--- src/rtl/dma2d_pkg.sv ---
package dma2d_pkg;

  typedef enum logic [1:0] {
    CH_IDLE  = 2'd0,
    CH_FRAME = 2'd1,
    CH_RING  = 2'd2
  } ch_state_e;

  typedef struct packed {
    logic line_end;
    logic frame_end;
  } line_flags_t;

  typedef struct packed {
    logic half_end;
    logic wrap;
  } ring_flags_t;

endpackage

--- src/rtl/dma2d_line_walk.sv ---
module dma2d_line_walk
  import dma2d_pkg::*;
#(
  parameter int ADDR_W = 30,
  parameter int LEN_W  = 16,
  parameter int CNT_W  = 16
) (
  input  logic              clk,
  input  logic              rst_n,
  input  logic              load,
  input  logic              step,
  input  logic              active,
  input  logic [ADDR_W-1:0] ld_addr,
  input  logic [LEN_W-1:0]  ld_len,
  input  logic [LEN_W-1:0]  ld_stride,
  input  logic [CNT_W-1:0]  ld_lines,
  output line_flags_t       flags,
  output logic [ADDR_W-1:0] next_line_addr
);

  localparam logic [LEN_W-1:0] LEN_ONE = LEN_W'(1);
  localparam logic [CNT_W-1:0] CNT_ONE = CNT_W'(1);

  logic [LEN_W-1:0]  len_q;
  logic [LEN_W-1:0]  stride_q;
  logic [CNT_W-1:0]  lines_q;
  logic [LEN_W-1:0]  x_cnt;
  logic [CNT_W-1:0]  y_cnt;
  logic [ADDR_W-1:0] line_base;

  assign flags.line_end  = (x_cnt == len_q - LEN_ONE);
  assign flags.frame_end = (y_cnt == lines_q);
  assign next_line_addr  = line_base + ADDR_W'(stride_q);

  always_ff @(posedge clk) begin
    if (!rst_n) begin
      len_q     <= '0;
      stride_q  <= '0;
      lines_q   <= '0;
      x_cnt     <= '0;
      y_cnt     <= '0;
      line_base <= '0;
    end else if (load) begin
      len_q     <= ld_len;
      stride_q  <= ld_stride;
      lines_q   <= ld_lines;
      x_cnt     <= '0;
      y_cnt     <= '0;
      line_base <= ld_addr;
    end else if (step) begin
      if (flags.line_end) begin
        x_cnt     <= '0;
        y_cnt     <= y_cnt + CNT_ONE;
        line_base <= next_line_addr;
      end else begin
        x_cnt <= x_cnt + LEN_ONE;
      end
    end
  end

  // the word index never leaves the programmed line
  p_x_in_line_r4: assert property (@(posedge clk) disable iff (!rst_n)
    active |-> (x_cnt < len_q));

  // the line index never passes the programmed count
  p_y_in_frame_r6: assert property (@(posedge clk) disable iff (!rst_n)
    active |-> (y_cnt <= lines_q));

  // a line change moves the line base by exactly one stride
  p_line_step_r5: assert property (@(posedge clk) disable iff (!rst_n)
    (active && step && !load && flags.line_end) |=>
      (line_base == $past(line_base) + ADDR_W'(stride_q)));

endmodule

--- src/rtl/dma2d_ring_walk.sv ---
module dma2d_ring_walk
  import dma2d_pkg::*;
#(
  parameter int LEN_W = 16,
  parameter int CNT_W = 16
) (
  input  logic             clk,
  input  logic             rst_n,
  input  logic             load,
  input  logic             step,
  input  logic             active,
  input  logic [LEN_W-1:0] ld_stride,
  input  logic [CNT_W-1:0] ld_lines,
  output ring_flags_t      flags
);

  localparam int PW = LEN_W + CNT_W + 1;
  localparam logic [PW-1:0] P_ONE = PW'(1);

  logic [PW-1:0] region;
  logic [PW-1:0] last_q;
  logic [PW-1:0] half_last_q;
  logic [PW-1:0] pos;

  assign region         = PW'(ld_stride) * (PW'(ld_lines) + P_ONE);
  assign flags.half_end = (pos == half_last_q);
  assign flags.wrap     = (pos == last_q);

  always_ff @(posedge clk) begin
    if (!rst_n) begin
      last_q      <= '0;
      half_last_q <= '0;
      pos         <= '0;
    end else if (load) begin
      last_q      <= region - P_ONE;
      half_last_q <= (region >> 1) - P_ONE;
      pos         <= '0;
    end else if (step) begin
      pos <= flags.wrap ? '0 : pos + P_ONE;
    end
  end

  // the ring offset stays inside the region
  p_pos_in_region_r7: assert property (@(posedge clk) disable iff (!rst_n)
    active |-> (pos <= last_q));

  // the two half marks are distinct points of the ring
  p_half_distinct_r8: assert property (@(posedge clk) disable iff (!rst_n)
    active |-> $onehot0({flags.half_end, flags.wrap}));

endmodule

--- src/rtl/dma2d_addr_gen.sv ---
module dma2d_addr_gen
  import dma2d_pkg::*;
#(
  parameter int ADDR_W = 30,
  parameter int LEN_W  = 16,
  parameter int CNT_W  = 16
) (
  input  logic              clk,
  input  logic              rst_n,
  input  logic [ADDR_W-1:0] cfg_start_addr,
  input  logic [LEN_W-1:0]  cfg_line_len,
  input  logic [LEN_W-1:0]  cfg_stride,
  input  logic [CNT_W-1:0]  cfg_line_cnt,
  input  logic              cfg_dir,
  input  logic              cfg_burst,
  input  logic              loop_en,
  input  logic              start,
  input  logic              invalidate,
  output logic              req_valid,
  input  logic              req_ready,
  output logic [ADDR_W-1:0] req_addr,
  output logic              mem_read,
  output logic              burst4,
  output logic              done,
  output logic              half_a,
  output logic              half_b
);

  localparam logic [ADDR_W-1:0] A_ONE = ADDR_W'(1);

  ch_state_e         state;
  logic [ADDR_W-1:0] addr_q;
  logic [ADDR_W-1:0] ring_base_q;
  logic              dir_q;
  logic              burst_q;
  logic              done_q;
  logic              half_a_q;
  logic              half_b_q;

  logic              fire;
  logic              launch;
  logic              in_frame;
  logic              in_ring;
  line_flags_t       lflags;
  ring_flags_t       rflags;
  logic [ADDR_W-1:0] next_line_addr;

  assign fire     = req_valid && req_ready;
  assign launch   = start && (state == CH_IDLE) && !invalidate;
  assign in_frame = (state == CH_FRAME);
  assign in_ring  = (state == CH_RING);

  dma2d_line_walk #(
    .ADDR_W(ADDR_W), .LEN_W(LEN_W), .CNT_W(CNT_W)
  ) u_line (
    .clk            (clk),
    .rst_n          (rst_n),
    .load           (launch),
    .step           (fire && in_frame && !invalidate),
    .active         (in_frame),
    .ld_addr        (cfg_start_addr),
    .ld_len         (cfg_line_len),
    .ld_stride      (cfg_stride),
    .ld_lines       (cfg_line_cnt),
    .flags          (lflags),
    .next_line_addr (next_line_addr)
  );

  dma2d_ring_walk #(
    .LEN_W(LEN_W), .CNT_W(CNT_W)
  ) u_ring (
    .clk       (clk),
    .rst_n     (rst_n),
    .load      (launch),
    .step      (fire && in_ring && !invalidate),
    .active    (in_ring),
    .ld_stride (cfg_stride),
    .ld_lines  (cfg_line_cnt),
    .flags     (rflags)
  );

  always_ff @(posedge clk) begin
    if (!rst_n) begin
      state       <= CH_IDLE;
      addr_q      <= '0;
      ring_base_q <= '0;
      dir_q       <= 1'b0;
      burst_q     <= 1'b0;
      done_q      <= 1'b0;
      half_a_q    <= 1'b0;
      half_b_q    <= 1'b0;
    end else begin
      done_q   <= 1'b0;
      half_a_q <= 1'b0;
      half_b_q <= 1'b0;
      if (invalidate) begin
        state <= CH_IDLE;
      end else begin
        unique case (state)
          CH_IDLE: begin
            if (start) begin
              addr_q      <= cfg_start_addr;
              ring_base_q <= cfg_start_addr;
              dir_q       <= cfg_dir;
              burst_q     <= cfg_burst;
              state       <= (cfg_line_len == '0) ? CH_RING : CH_FRAME;
            end
          end
          CH_FRAME: begin
            if (fire) begin
              if (!lflags.line_end) begin
                addr_q <= addr_q + A_ONE;
              end else if (!lflags.frame_end) begin
                addr_q <= next_line_addr;
              end else begin
                done_q <= 1'b1;
                state  <= CH_IDLE;
              end
            end
          end
          CH_RING: begin
            if (fire) begin
              half_a_q <= rflags.half_end;
              half_b_q <= rflags.wrap;
              addr_q   <= rflags.wrap ? ring_base_q : addr_q + A_ONE;
              if (!loop_en) state <= CH_IDLE;
            end
          end
          default: state <= CH_IDLE;
        endcase
      end
    end
  end

  assign req_valid = (state != CH_IDLE);
  assign req_addr  = addr_q;
  assign mem_read  = dir_q;
  assign burst4    = burst_q;
  assign done      = done_q;
  assign half_a    = half_a_q;
  assign half_b    = half_b_q;

  // an offered address is held until accepted
  p_hold_offer_r3: assert property (@(posedge clk) disable iff (!rst_n)
    (req_valid && !req_ready && !invalidate) |=> (req_valid && $stable(req_addr)));

  // done is a single-cycle pulse and coincides with idle
  p_done_pulse_r6: assert property (@(posedge clk) disable iff (!rst_n)
    done |=> !done);
  p_done_idle_r6: assert property (@(posedge clk) disable iff (!rst_n)
    done |-> !req_valid);

  // a wrap returns the address to the ring start
  p_ring_wrap_r7: assert property (@(posedge clk) disable iff (!rst_n)
    (in_ring && fire && rflags.wrap && !invalidate) |=> (req_addr == ring_base_q));

  // half events never coincide
  p_half_excl_r8: assert property (@(posedge clk) disable iff (!rst_n)
    $onehot0({half_a, half_b, done}));

  // direction and burst are constant across a running transfer
  p_mode_stable_r10: assert property (@(posedge clk) disable iff (!rst_n)
    req_valid |=> (!req_valid || ($stable(mem_read) && $stable(burst4))));

  // abort leaves the channel idle and silent
  p_abort_r11: assert property (@(posedge clk) disable iff (!rst_n)
    invalidate |=> (!req_valid && !done && !half_a && !half_b));

endmodule

--- config.mk ---
export PLATFORM = sky130hd
export DESIGN_NAME = dma2d_addr_gen
export DESIGN_NICKNAME = d
export VERILOG_FILES = /design/src/rtl/dma2d_pkg.sv /design/src/rtl/dma2d_line_walk.sv /design/src/rtl/dma2d_ring_walk.sv /design/src/rtl/dma2d_addr_gen.sv
export SDC_FILE = /design/constraint.sdc
export NUM_CORES = 1
export LEC_CHECK = 0
export ABC_CLOCK_PERIOD_IN_PS = 16600
export BUFFER_PORTS_ARGS = -buffer_cell sky130_fd_sc_hd__buf_4
export CAP_MARGIN = 20
export CORE_UTILIZATION = 56
export DETAILED_ROUTE_END_ITERATION = 10
export GPL_ROUTABILITY_DRIVEN = 1
export PLACE_DENSITY = 0.85
export SYNTH_ARGS = -nofsm -noshare
export SYNTH_HDL_FRONTEND = slang
export SYNTH_SLANG_ARGS = --single-unit
export TNS_END_PERCENT = 100
--- constraint.sdc ---
create_clock -name clk -period 16.6 [get_ports clk]
set_input_delay 3.32 -clock clk [delete_from_list [all_inputs] [get_ports clk]]
set_output_delay 3.32 -clock clk [all_outputs]
set_load 0.02 [all_outputs]
# Word level (Yosys, flattened, before mapping)
# Index checks and enable logic that the tools add are counted.
dict set report word_totals {
  register_bits 276
  input_bits 86
  out_inout_bits 36
  elab_cells 90
}
dict set report classes {
  addsub 9
  mul 1
  n_eq_ne 13
  n_mux 21
  bitwise 6
  reduce_logical 23
}
# op count
set op_table {}
lappend op_table {{two-way mux 30 bit} 9}
lappend op_table {{one-hot mux 30 bit (3 select lines)} 1}
lappend op_table {{equality test 33 bit} 2}
lappend op_table {{adder 33 x 1 -> 33 bit (second input constant)} 1}
lappend op_table {{multiplier 16 x 33 -> 33 bit} 1}
lappend op_table {{two-way mux 33 bit} 1}
lappend op_table {{subtractor 32 x 1 -> 33 bit (second input constant)} 1}
lappend op_table {{subtractor 33 x 1 -> 33 bit (second input constant)} 1}
lappend op_table {{adder 16 x 1 -> 16 bit (second input constant)} 2}
lappend op_table {{equality test 16 bit} 2}
lappend op_table {{adder 30 x 1 -> 30 bit (second input constant)} 1}
lappend op_table {{adder 30 x 16 -> 30 bit} 1}
lappend op_table {{adder 16 x 1 -> 17 bit (second input constant)} 1}
lappend op_table {{logical NOT 16 bit} 1}
lappend op_table {{two-way mux 16 bit} 1}
lappend op_table {{subtractor 16 x 1 -> 16 bit (second input constant)} 1}
lappend op_table {{two-way mux 2 bit} 7}
lappend op_table {{AND reduction 6 bit} 2}
lappend op_table {{inequality test 2 bit (second input constant)} 4}
lappend op_table {{logical AND 1 bit} 7}
lappend op_table {{inverter 1 bit} 6}
lappend op_table {{one-hot mux 2 bit (3 select lines)} 1}
lappend op_table {{nonzero test 2 bit} 3}
lappend op_table {{OR reduction 5 bit} 1}
lappend op_table {{other kinds (12)} 15}

# Depth between registers and ports, before layout
dict set report logic_depth {
  word_depth 6
  mapped_depth 32
  ltp_nobuf 29
}

# Modules after synthesis
# Synthesis repeated with hierarchy kept, for this count alone.
dict set report hier_totals {
  cells_unflattened 3200
  hier_area_um2 26426.6
}
# mod instances cells_per_inst area_per_inst_um2 seq_area_each_um2
set by_module_without_submodules {}
lappend by_module_without_submodules {dma2d_ring_walk 1 1851 15506.1 1981.9}
lappend by_module_without_submodules {dma2d_line_walk 1 807 6785.3 2202.1}
lappend by_module_without_submodules {dma2d_addr_gen 1 542 4135.2 1341.3}

# Worst setup path after synthesis
# OpenSTA, ideal clock, no wires.
dict set report synth_path {
  path_type {input-to-reg}
  startpoint {input cfg_line_cnt[0]}
  endpoint {register u_ring.half_last_q[31]}
  setup_time_ns 0.120
  arrival_time_ns 11.228
  required_time_ns 16.480
  path_slack_ns 5.252
  path_stages 31
  path_buffers 2
  path_cell_list {ha_1 > nand3_1 > nor2_1 > nand3_1 > or2_2 > xnor2_1 > clkbuf_1 > nand2_1 > fa_1 > fa_1 > inv_1 > fa_1 > inv_1 > fa_1 > inv_1 > fa_1 > inv_1 > fa_1 > inv_1 > ha_1 > clkbuf_1 > nand3_1 > or3b_2 > a21oi_1 > nor2_1 > o221ai_1 > nand4_1 > nor4_1 > nand3b_1 > mux2i_1 > a211o_1}
}
dict set report synth_between {
  elab_chain_len 3
}
# element line
set synth_lines {}
lappend synth_lines {{start: declaration} dma2d_addr_gen.sv:13} ;# input logic [CNT_W-1:0] cfg_line_cnt,
lappend synth_lines {{adder 16 x 1 -> 17 bit} dma2d_ring_walk.sv:25} ;# assign region = PW'(ld_stride) * (PW'(ld_lines) + P_ONE);
lappend synth_lines {{multiplier 16 x 33 -> 33 bit} dma2d_ring_walk.sv:25}
lappend synth_lines {{subtractor 32 x 1 -> 33 bit} dma2d_ring_walk.sv:36} ;# half_last_q <= (region >> 1) - P_ONE;
lappend synth_lines {{end signal: assignment} dma2d_ring_walk.sv:36}
lappend synth_lines {{end: declaration} dma2d_ring_walk.sv:22} ;# logic [PW-1:0] half_last_q;
# Every way passes these cells.
# A chain may end at the register's enable or synchronous reset.

# Final worst setup path
dict set report layout_path {
  startpoint {input cfg_line_cnt[0]}
  endpoint {register u_ring.half_last_q[26]}
}
# The elaborated chain is that of the path after synthesis.

==> parameters.txt <==
Parameter                              Value

Yosys
  Mean area per synthesized cell ... between 8 and 9 µm²
  Post-synthesis instance area ... 25100 µm²
  Cell count after synthesis ... a little over 3000
  Syn nets ... 3536
  Async set-or-reset flop fraction in the synthesized netlist ... 0%
  Sequential cell area fraction in the yosys report ... approximately 22%
  Warning count from the yosys run ... 0
  Register bit count reported by yosys ... ~280
  Most instantiated flip-flop cell in the synthesis netlist ... dfxtp_1
  Count of different cell masters after synthesis ... 82
  Number of flops mapped to enable cells by yosys ... 0

Setup path
  Worst Path Arrival ... 12330 ps
  Startpoint Class ... input pin
  CP endpoint ... u_ring.half_last_q[26]
  Worst endpoint required time ... between 15000 and 20000 ps
  Max stage delay cell, worst path ... xnor2_2
  Reg-to-reg critical path startpoint ... u_line.len_q[0]
  Critical setup path kind ... in2reg
  Worst Path Max Fanout ... 20
  Worst setup startpoint ... cfg_line_cnt[0]
  Nature of the critical path endpoint ... flop
  Delay of the slowest cell on the worst path ... a little over 800 ps
  Cell mode on critical path ... fa_1
  Setup slack of the worst register-to-register path ... 12540 ps
  Worst reg2reg path depth ... 13
  Endpoint of the lowest-slack register-to-register path ... req_addr[9]

STA
  Number of endpoints with negative hold slack in the final report ... 0
  Worst max-slew margin expressed relative to the limit ... about a quarter
  Slew at the pin closest to its max-slew limit ... 1140 ps
  Setup violators final ... 0
  Highest clock rate ... approximately 0.085 GHz
  Tcrit/Tclk final ... around 70%
  Largest clock skew in the final design ... ~27 ps
  Final setup TNS ... 0 ps
  Final Slew Violations ... 0
  Setup slack of the critical path after layout ... 4770 ps
  Clock period minus final worst setup slack ... ~12000 ps
  Hold slack final ... roughly 450 ps
  RSZ-0062 raised after global routing ... no

Clocking
  Clock tree buffer depth ... 3
  Hold Buf Count CTS ... 0
  Number of sinks handled by clock tree synthesis ... 276
  CTS Buf Count ... 31
  Clock transition time at the flip-flop clock pins of the worst setup and hold paths ... ~60 ps
  Number of gates resized after CTS ... 0
  Number of H-tree levels ... 1
  CTS Root Cell ... clkbuf_16
  Post-CTS setup buffers ... 0
  Clock tree from TritonCTS ... yes
  Clock latency on the worst-skew pair ... roughly 610 ps

Routing
  Antenna Violating Nets Remaining ... 0
  Routed WL ... approximately 67 mm
  Number of iterations in the first detailed-routing pass ... 6
  Routed vias/inst ... approximately 6.0
  Via count ... 22400
  Final routed wire length divided by cell count ... roughly 18 µm
  DRT iter0 DRCs ... roughly 2200
  DRC viols ... 0

Min path
  Path class of the lowest-slack min-delay path ... reg2reg

Die
  Die Width ... roughly 210 µm
  DIE AREA ... roughly 46000 µm²
  Die span in y ... roughly 210 µm
  Row cnt ... 77
  # IOs ... 122
  Starting density of the core ... 56.7%
  Area inside the core boundary ... 44200 µm²

Placement
  Port bufs ... approximately 120
  Pre-CTS setup slack ... 4440 ps
  HPWL after DPL ... between 40 and 50 mm
  Weighted congestion at the end of routability-driven global placement ... ~0.95

Cells and area
  Final antenna diode count ... 0
  Number of inserted filler cells in the final layout ... between 3000 and 4000
  Area grow syn2layout ... 10.2%
  Ratio of cells with drive above 1 in the final layout ... 8.65%
  Number of nets in the layout ... approximately 3600

GRT
  Global-route wire length before repair ... 111 mm
  Overall global routing resource usage ... 30.1%
  Pin count of the biggest net entering global routing ... roughly 120
  Global-route congestion overflow total ... 0
  Initial antenna violation count ... 0
  Via count of the first global-routing pass ... 22000

Run status
  Outcome ... complete, no violations

Job
  Max Cap Viol ... 0
[layout by cell type (no fill, tap or decap), types with 14 or more instances in the layout]
cell type and count:
a21oi_1 221, nor3_1 36, nand2b_1 20, a21o_1 17, a211oi_1 40, or3_1 22, mux2i_1 22, a31oi_1 20
xor2_1 134, and3_1 34, nand2_1 482, nor4_1 26, o21a_1 18, and2_1 119, inv_1 283, dfxtp_1 276
nor2_1 195, nor2b_1 21, nand4_1 54, ha_1 133, nand3_1 84, o211ai_1 23, fa_1 209, buf_4 152
clkbuf_16 31, o21ai_0 111, xnor2_1 158, and4_1 15, mux2_2 14
[metrics by stage]
step	std cells	util (%)	cell area, µm²
2_1_floorplan	3108	-	25100
3_3_place_gp	3691	59.7	26400
3_5_place_dp	3691	59.7	26400
4_1_cts	3749	62.5	27600
5_1_grt	3749	62.5	27600
6_report	3749	62.5	27600
[flip-flops by register name, summed over array words and instances (netlist names), 2 cells and up]
register,flops
req_addr,30
ring_base_q,30
state,2
u_line.len_q,16
u_line.line_base,30
u_line.lines_q,16
u_line.stride_q,16
u_line.x_cnt,16
u_line.y_cnt,16
u_ring.half_last_q,33
u_ring.last_q,33
u_ring.pos,33
[kinds of logic (layout without fill, tap and decap cells)]
| logic type | after synthesis | count (layout) | synth area share, % |
|---|---|---|---|
| flip-flops | 276 | 276 | 22.0 |
| multiplexers | 36 | 36 | 1.51 |
| XOR/XNOR | 295 | 295 | 10.3 |
| adder cells (fa/ha/maj) | 342 | 342 | 23.3 |
| AO/OA/AOI/OAI | 552 | 552 | 13.6 |
| buffers and inverters | 445 | 494 | 6.76 |
| AND/OR/NAND/NOR | 1162 | 1162 | 22.5 |
[cell usage after synthesis, types with 5 or more instances]
| library cell | instances | area (µm²) |
|---|---|---|
| nand2_1 | 482 | 1810 |
| inv_1 | 284 | 1070 |
| dfxtp_1 | 276 | 5530 |
| a21oi_1 | 222 | 1110 |
| fa_1 | 209 | 4180 |
| nor2_1 | 197 | 739 |
| xnor2_1 | 161 | 1410 |
| clkbuf_1 | 146 | 548 |
| xor2_1 | 134 | 1170 |
| ha_1 | 133 | 1660 |
| and2_1 | 119 | 744 |
| o21ai_0 | 111 | 556 |
| nand3_1 | 84 | 420 |
| nand4_1 | 54 | 338 |
| a211oi_1 | 40 | 300 |
| nor3_1 | 36 | 180 |
| and3_1 | 34 | 213 |
| nor4_1 | 27 | 169 |
| o211ai_1 | 23 | 173 |
| mux2i_1 | 22 | 220 |
| or3_1 | 22 | 138 |
| nor2b_1 | 21 | 131 |
| a31oi_1 | 20 | 125 |
| nand2b_1 | 20 | 125 |
| o21a_1 | 18 | 135 |
| a21o_1 | 17 | 128 |
| and4_1 | 15 | 131 |
| mux2_2 | 14 | 158 |
| or2_2 | 13 | 81.3 |
| a22o_1 | 11 | 96.3 |
| o221ai_1 | 10 | 87.6 |
| buf_2 | 8 | 40.0 |
| nand3b_1 | 7 | 52.6 |
| a221oi_1 | 6 | 52.6 |
| o2111ai_1 | 6 | 52.6 |
| o21bai_1 | 6 | 45.0 |
| a21boi_0 | 5 | 37.5 |
| buf_1 | 5 | 18.8 |
| o21ai_1 | 5 | 25.0 |
[area by class of cell]
class	instances	area [µm²]	share of cell area, %
Inverter	284	1070	3.86
Clock buffer	33	803	2.91
Clock inverter	25	452	1.63
Tap cell	592	741	2.68
Sequential cell	276	5530	20.0
Timing Repair Buffer	152	1140	4.13
Multi-Input combinational cell	2387	17900	64.8
[worst min path at each step]
stage	to	startpoint	slack [ps]	cells past startpoint
4_1_cts	ring_base_q[4]	ring_base_q[4]	460	2
3_5_place_dp	ring_base_q[4]	ring_base_q[4]	450	2
5_1_grt	ring_base_q[4]	ring_base_q[4]	470	2
3_3_place_gp	ring_base_q[6]	ring_base_q[6]	440	2
2_1_floorplan	ring_base_q[0]	ring_base_q[0]	430	2
6_report	ring_base_q[6]	ring_base_q[6]	450	2
[layer usage]
layer	share of wire (%)	GRT usage [%]
met1	40	37.7
met2	48	51.6
met3	8.1	4.72
met4	3.8	12.8
met5	0	0
[critical path: cells and delay by family]
family                     cells  cell delay [ps]
adders and majority gates      7             3540
and+or+nand+nor               11             2890
xor gates and xnor gates       3             1620
AOI/OAI and AO/OA              2              520
buffers and inverters          4              390
Power is not shown: default switching activity piles up to over one toggle a cycle in this logic, so the estimate is an artifact.
